===== config.mk =====
export PLATFORM = sky130hd
export DESIGN_NAME = frame_pool
export DESIGN_NICKNAME = d
export VERILOG_FILES = /design/src/rtl/frame_pool_pkg.sv /design/src/rtl/fp_rank_track.sv /design/src/rtl/fp_rx_writer.sv /design/src/rtl/fp_host_regs.sv /design/src/rtl/frame_pool.sv
export SDC_FILE = /design/constraint.sdc
export NUM_CORES = 1
export LEC_CHECK = 0
export BUFFER_PORTS_ARGS = -buffer_cell sky130_fd_sc_hd__buf_2
export CORE_MARGIN = 10
export CORE_UTILIZATION = 25
export CTS_CLUSTER_DIAMETER = 100
export DETAILED_ROUTE_END_ITERATION = 10
export MAX_ROUTING_LAYER = met4
export PLACE_DENSITY_LB_ADDON = 0.08
export SYNTH_ARGS = -nofsm -noshare
export SYNTH_HDL_FRONTEND = slang
export SYNTH_SLANG_ARGS = --single-unit
export TNS_END_PERCENT = 10

===== constraint.sdc =====
create_clock -name clk -period 3.5 [get_ports clk]
set_input_delay 0 -clock clk [delete_from_list [all_inputs] [get_ports clk]]
set_output_delay 0 -clock clk [all_outputs]
set_load 0.01 [all_outputs]

===== src/rtl/frame_pool_pkg.sv =====
package frame_pool_pkg;
  localparam int NBUF      = 3;
  localparam int RANK_W    = 2;
  localparam int MAX_BYTES = 16;
  localparam int LEN_W     = $clog2(MAX_BYTES) + 1;
  localparam int BYTE_W    = $clog2(MAX_BYTES);
  localparam int BUF_W     = 2;
  localparam int DATA_W    = 8;
  localparam int HADDR_W   = 6;
  localparam int MODE_BIT  = 3;
  localparam int MEM_AW    = BUF_W + BYTE_W;
  localparam logic [HADDR_W-1:0] A_CTRL = 6'h00;
  localparam logic [HADDR_W-1:0] A_STAT = 6'h01;
  localparam logic [HADDR_W-1:0] A_IRQ  = 6'h02;
  localparam logic [HADDR_W-1:0] A_LEN0 = 6'h04;
endpackage


===== src/rtl/fp_rank_track.sv =====
module fp_rank_track
  import frame_pool_pkg::*;
(
  input  logic                     clk,
  input  logic                     rst,
  input  logic [NBUF-1:0]          rel,
  input  logic                     commit,
  input  logic [BUF_W-1:0]         cbuf,
  output logic [NBUF*RANK_W-1:0]   rank_word,
  output logic [NBUF-1:0]          occ
);
  logic [RANK_W-1:0] rank_q [NBUF];
  logic [RANK_W-1:0] shift  [NBUF];
  logic [RANK_W-1:0] live_cnt;

  always_comb begin
    live_cnt = '0;
    for (int b = 0; b < NBUF; b++) begin
      occ[b] = (rank_q[b] != '0);
      rank_word[b*RANK_W +: RANK_W] = rank_q[b];
      if (occ[b] && !rel[b]) live_cnt = live_cnt + 1'b1;
    end
  end

  for (genvar b = 0; b < NBUF; b++) begin : g_slot
    always_comb begin
      shift[b] = '0;
      for (int j = 0; j < NBUF; j++)
        if (rel[j] && occ[j] && rank_q[j] < rank_q[b]) shift[b] = shift[b] + 1'b1;
    end

    always_ff @(posedge clk) begin
      if (rst)                                      rank_q[b] <= '0;
      else if (rel[b])                              rank_q[b] <= '0;
      else if (commit && cbuf == BUF_W'(b))         rank_q[b] <= live_cnt + 1'b1;
      else if (occ[b])                              rank_q[b] <= rank_q[b] - shift[b];
    end
  end
endmodule


===== src/rtl/fp_rx_writer.sv =====
module fp_rx_writer
  import frame_pool_pkg::*;
(
  input  logic              clk,
  input  logic              rst,
  input  logic              rx_start,
  input  logic              rx_valid,
  input  logic [DATA_W-1:0] rx_byte,
  input  logic              rx_end,
  input  logic [NBUF-1:0]   occ,
  input  logic              multi,
  output logic              wr_en,
  output logic [MEM_AW-1:0] wr_addr,
  output logic [DATA_W-1:0] wr_data,
  output logic              commit,
  output logic [BUF_W-1:0]  cbuf,
  output logic [LEN_W-1:0]  clen,
  output logic              ovf_set
);
  logic             active_q, bad_q;
  logic [BUF_W-1:0] tgt_q;
  logic [LEN_W-1:0] cnt_q;
  logic [NBUF-1:0]  freev;
  logic [BUF_W-1:0] pick;
  logic             any_free, full_cnt;

  always_comb begin
    freev    = ~occ & (multi ? {NBUF{1'b1}} : NBUF'(1));
    any_free = |freev;
    pick     = '0;
    for (int b = NBUF - 1; b >= 0; b--)
      if (freev[b]) pick = BUF_W'(b);
  end

  assign full_cnt = (cnt_q == LEN_W'(MAX_BYTES));
  assign ovf_set  = rx_start && !any_free;
  assign wr_en    = rx_valid && active_q && !rx_start && !full_cnt;
  assign wr_addr  = {tgt_q, cnt_q[BYTE_W-1:0]};
  assign wr_data  = rx_byte;
  assign commit   = rx_end && active_q && !rx_start && !bad_q && (cnt_q != '0);
  assign cbuf     = tgt_q;
  assign clen     = cnt_q;

  always_ff @(posedge clk) begin
    if (rst) begin
      active_q <= 1'b0;
      bad_q    <= 1'b0;
      tgt_q    <= '0;
      cnt_q    <= '0;
    end else if (rx_start) begin
      active_q <= any_free;
      bad_q    <= 1'b0;
      tgt_q    <= pick;
      cnt_q    <= '0;
    end else if (active_q) begin
      if (rx_end)                   active_q <= 1'b0;
      else if (rx_valid && full_cnt) bad_q   <= 1'b1;
      else if (rx_valid)             cnt_q   <= cnt_q + 1'b1;
    end
  end
endmodule


===== src/rtl/fp_host_regs.sv =====
module fp_host_regs
  import frame_pool_pkg::*;
(
  input  logic                   clk,
  input  logic                   rst,
  input  logic                   host_wr,
  input  logic [HADDR_W-1:0]     host_addr,
  input  logic [DATA_W-1:0]      host_wdata,
  input  logic                   commit,
  input  logic [BUF_W-1:0]       cbuf,
  input  logic [LEN_W-1:0]       clen,
  input  logic                   ovf_set,
  input  logic [NBUF-1:0]        occ,
  input  logic [NBUF*RANK_W-1:0] rank_word,
  output logic [NBUF-1:0]        rel,
  output logic                   multi,
  output logic                   ovf,
  output logic [NBUF-1:0]        irq,
  output logic [DATA_W-1:0]      rd_word
);
  logic [MODE_BIT:0] ctrl_q;
  logic [LEN_W-1:0]  len_q [NBUF];
  logic              wr_ctrl, wipe;

  assign wr_ctrl = host_wr && host_addr == A_CTRL;
  assign wipe    = wr_ctrl && host_wdata[MODE_BIT:0] == '1;
  assign rel     = occ & ((wr_ctrl ? (ctrl_q[NBUF-1:0] & ~host_wdata[NBUF-1:0]) : '0)
                          | (wipe ? {NBUF{1'b1}} : '0));
  assign multi   = ctrl_q[MODE_BIT];

  always_ff @(posedge clk) begin
    if (rst) begin
      ctrl_q <= (MODE_BIT+1)'(1 << MODE_BIT);
      ovf    <= 1'b0;
    end else begin
      if (wr_ctrl) ctrl_q <= host_wdata[MODE_BIT:0];
      if (ovf_set)   ovf <= 1'b1;
      else if (wipe) ovf <= 1'b0;
    end
  end

  for (genvar b = 0; b < NBUF; b++) begin : g_reg
    always_ff @(posedge clk) begin
      if (rst) begin
        irq[b]   <= 1'b0;
        len_q[b] <= '0;
      end else if (commit && cbuf == BUF_W'(b)) begin
        irq[b]   <= 1'b1;
        len_q[b] <= clen;
      end else if (rel[b] || (host_wr && host_addr == A_IRQ && host_wdata[b])) begin
        irq[b]   <= 1'b0;
      end
    end
  end

  always_comb begin
    rd_word = '0;
    if (host_addr == A_CTRL)      rd_word = DATA_W'(ctrl_q);
    else if (host_addr == A_STAT) rd_word = DATA_W'({ovf, rank_word});
    else if (host_addr == A_IRQ)  rd_word = DATA_W'(irq);
    else
      for (int b = 0; b < NBUF; b++)
        if (host_addr == A_LEN0 + HADDR_W'(b)) rd_word = DATA_W'(len_q[b]);
  end
endmodule


===== src/rtl/frame_pool.sv =====
module frame_pool
  import frame_pool_pkg::*;
(
  input  logic               clk,
  input  logic               rst,
  input  logic               rx_start,
  input  logic               rx_valid,
  input  logic [DATA_W-1:0]  rx_byte,
  input  logic               rx_end,
  input  logic               host_wr,
  input  logic               host_rd,
  input  logic [HADDR_W-1:0] host_addr,
  input  logic [DATA_W-1:0]  host_wdata,
  output logic [DATA_W-1:0]  host_rdata,
  output logic [NBUF-1:0]    rx_irq
);
  logic [NBUF*RANK_W-1:0] rank_word;
  logic [NBUF-1:0]        occ, rel;
  logic                   multi, ovf, wr_en, commit, ovf_set;
  logic [MEM_AW-1:0]      wr_addr;
  logic [DATA_W-1:0]      wr_data, rd_word;
  logic [BUF_W-1:0]       cbuf;
  logic [LEN_W-1:0]       clen;
  logic [DATA_W-1:0]      mem [1 << MEM_AW];
  logic                   byte_win;
  logic [MEM_AW-1:0]      rd_addr;

  fp_rank_track u_rank (
    .clk(clk), .rst(rst), .rel(rel), .commit(commit), .cbuf(cbuf),
    .rank_word(rank_word), .occ(occ)
  );

  fp_rx_writer u_rx (
    .clk(clk), .rst(rst), .rx_start(rx_start), .rx_valid(rx_valid),
    .rx_byte(rx_byte), .rx_end(rx_end), .occ(occ), .multi(multi),
    .wr_en(wr_en), .wr_addr(wr_addr), .wr_data(wr_data), .commit(commit),
    .cbuf(cbuf), .clen(clen), .ovf_set(ovf_set)
  );

  fp_host_regs u_regs (
    .clk(clk), .rst(rst), .host_wr(host_wr), .host_addr(host_addr),
    .host_wdata(host_wdata), .commit(commit), .cbuf(cbuf), .clen(clen),
    .ovf_set(ovf_set), .occ(occ), .rank_word(rank_word), .rel(rel),
    .multi(multi), .ovf(ovf), .irq(rx_irq), .rd_word(rd_word)
  );

  assign byte_win = host_addr[HADDR_W-1 -: BUF_W] != '0;
  assign rd_addr  = {host_addr[HADDR_W-1 -: BUF_W] - 1'b1, host_addr[BYTE_W-1:0]};

  always_ff @(posedge clk)
    if (wr_en) mem[wr_addr] <= wr_data;

  always_ff @(posedge clk) begin
    if (rst)          host_rdata <= '0;
    else if (host_rd) host_rdata <= byte_win ? mem[rd_addr] : rd_word;
  end
endmodule



==> flow_summary.ini <==
[global_route]
grt_util_met1_pct = 18.1
grt.busiest_layer = met2
grt_pass1_vias = 12500
grt_overflow_total = 0
grt_use_total_pct = 13.3
grt_max_degree = 84
antenna_found_initial = 2
use_met3_pct = 2.20
grt_pass1_wl_um = 95600
grtUsageMet2_pct = 20.2

[drt]
drt-pass1-iter-count = 5
via_per_inst = 4.56
wl_per_cell_um = 25.2
drtIter0Drc = 968
vias = 12100
ant_nets = 0
drt_wl_total_um = 66800
drc = 0

[floorplan]
die-area_um2 = 104000
die_h_um = 323
start_util_pct = 25.3
row_count = 110
io_pins = 40
dieWidth_um = 323
core_region_area_um2 = 90400

[yosys]
synth.cell_area_um2 = 22900
yosys.area.top_type = edfxtp_1
synth-seq-cells = 558
synthTopCellsByArea = edfxtp_1, mux4_2, mux2i_1
synthesis.nets = 1289
synth-edff-count = 533
synth-main-ff-cell = edfxtp_1
netlist_instances = 1243
async_flop_share_pct = 0
yosysSeqAreaShare_pct = 72.1
synth_top_cell_area_share_pct = 69.9
yosys_warnings = 0
synthDistinctLibCells = 56
syn_avg_cell_area_um2 = 18.4

[critical_path]
startpoint_type = register
worst-setup-path-type = register to register
crit_required_ns = 3.81
cp_top_family = simple AND/OR/NAND/NOR gates
rr_worst_depth = 6
cp.buffers_inverters = 1
crit_path_top_delay_cell = dfxtp_1
worstSetupEndpointType = register
r2r_start = u_rx.clen[2]$_SDFFE_PP0P_
cp_cell_sequence = nor4bb_1, nand3b_1, nor3_1, nand2_1, nor2_1, buf_4
slowest_delay_ns = 0.62
crit_arrival_ns = 3.13
r2r-end = mem[43][6]$_DFFE_PP_
r2r_slack_ns = 0.68
cp_max_fo = 13

[sta]
skew_ns = 0.0243
min_period_ns = 2.82
setup_tns_ns = 0
rsz0062_at_grt = false
post-route-period-util_pct = 80.7
worstMarginPinSlew_ns = 1.07
report.final.slew_viol_count = 0
finalHoldViolCount = 0
relSlewSlack_pct = 28.8
worst_hold_slack_ns = 0.0456
worst_slack_ns = 0.676
setup_viol = 0
max_freq_mhz = 354

[power_and_ir_drop]
ir_drop_v = 0.000288
p_clk_share_pct = 45.3
sw_frac_of_total_pct = 22.4
p_comb_share_pct = 6.3
power.internal_mw = 11.9
p_leak_nw = 9.07
power.total_mw = 15.3
power.switching_mw = 3.43
power.density_nw_per_um2 = 557
p_seq_share_pct = 48.4

[placed_design]
dp_cells = 2500
gp_congestion = 0.793
dpl-instance-area_um2 = 25100
io_buffers = 35
dp_worst_setup_slack_ns = 0.487
dp_hpwl_um = 42500

[cts]
clock_latency_ns = 0.61
cts_tree = yes
cts_max_level = 3
cts_hold_buf = 23
clock_path_buffers = 3
cts_resized = 0
cts_buffers = 66
ctsRootBufferMaster = clkbuf_16
clock_sinks = 558
clk_pin_slew_ns = 0.06
post_cts_buffers = 0

[run]
cap_violations = 0

[layout]
nets = 1461
fin_area_um2 = 27500
final_util_pct = 30.4
syn_to_final_growth_pct = 20.1
drive_gt1_share_pct = 23.5
fin_cells = 2646

[hold_path]
min-delay-start = rx_byte[7]
hold_path_depth = 1
min_to = mem[18][7]$_DFFE_PP_
hp-class = primary input to register

[outcome]
status = completed
[worst reg2reg max path, stage by stage (launching register included)]
cell,delay [ns]
dfxtp_1,0.62
nor4bb_1,0.15
nand3b_1,0.23
nor3_1,0.35
nand2_1,0.44
nor2_1,0.52
buf_4,0.23
[sequential cells by signal, summed over array words and instances, names as in the netlist]
name and cells:
u_rx.active_q 1, u_regs.irq 3, u_rx.bad_q 1, u_rx.cbuf 2
u_rank.rank_q 6, host_rdata 8, u_regs.ctrl_q 4, u_regs.len_q 15
mem 512, u_regs.ovf 1, u_rx.clen 5
[how the worst max path moves through the flow]
stage	start	end	depth (start not counted)
final	u_rx.clen[2]$_SDFFE_PP0P_	mem[43][6]$_DFFE_PP_	6
after global routing	u_rx.clen[2]$_SDFFE_PP0P_	mem[43][7]$_DFFE_PP_	6
after floorplan	host_addr[4]	u_rank.rank_q[2][0]$_SDFFCE_PN0P_	11
after detailed placement	host_addr[4]	u_rank.rank_q[2][0]$_SDFFCE_PN0P_	12
after CTS	u_rx.clen[2]$_SDFFE_PP0P_	mem[43][5]$_DFFE_PP_	6
after global placement	host_addr[4]	u_rank.rank_q[2][0]$_SDFFCE_PN0P_	12
[synth_stat cells, drive strengths merged (14+ instances only)]
library cell    n
mux4          123
nor2          108
dfxtp          25
mux2i          64
nand2          56
edfxtp        533
ha             17
and2           21
a22oi          15
buf            43
nor2b          20
o211ai         15
inv            21
nand2b         19
clkbuf         19
a21oi          23
o21ai          14
[layout by cell type (no fill, tap or decap), types with 8 or more instances in the layout]
cell and n:
clkbuf_16 68, nand2b_1 19, nand3_1 9, nand4_1 9
ha_1 17, edfxtp_1 533, buf_4 103, nor2_1 108
clkbuf_1 15, mux4_2 101, o211ai_1 15, dfxtp_1 25
xnor2_1 9, o21ai_0 14, a21oi_1 23, inv_1 21
dlygate4sd3_1 23, and2_1 21, mux2i_1 64, buf_2 32
clkinv_1 14, nand2_1 56, mux4_1 22, a22oi_1 15
nor2b_1 20, clkinv_2 8
[layout make-up]
| class | count | area, um2 |
|---|---|---|
| fillers | 8856 | 62900 |
| well taps | 1176 | 1470 |
| repair buffers | 166 | 1310 |
| clock buffers | 87 | 1810 |
| multi-input cells | 602 | 5920 |
| diodes | 2 | 5.00 |
| clock inverters | 34 | 369 |
| inverters | 21 | 78.8 |
| flip-flops and latches | 558 | 16500 |
[cells by family after synthesis]
family / count (synthesis) / share of synthesized area (%)
and+or+nand+nor: 269 / 5.57
adders and majority gates: 17 / 0.929
DFF: 558 / 72.1
AOI/OAI and AO/OA: 112 / 3.42
muxes: 192 / 15.5
xor gates and xnor gates: 12 / 0.459
buffers and inverters: 83 / 1.99
[routing by layer]
metal	vias to the layer above	routed length, um	part of all wire, %
met4	0	1360	2.0
met1	6403	32000	48
met2	221	30900	46
met3	78	2560	3.8
li1	5369	-	-
met5	-	0	0
[power by group through the flow]
stage / Clock, mW / Sequential (mW) / Combinational, mW
CTS: 7.18 / 7.40 / 0.995
floorplan: 0 / 7.51 / 0.552
detailed placement: 0 / 7.54 / 0.979
global placement: 0 / 7.54 / 0.980
global route: 7.44 / 7.40 / 1.06
finish: 6.93 / 7.40 / 0.969
Note: power is estimated with default switching activity, not from simulation.
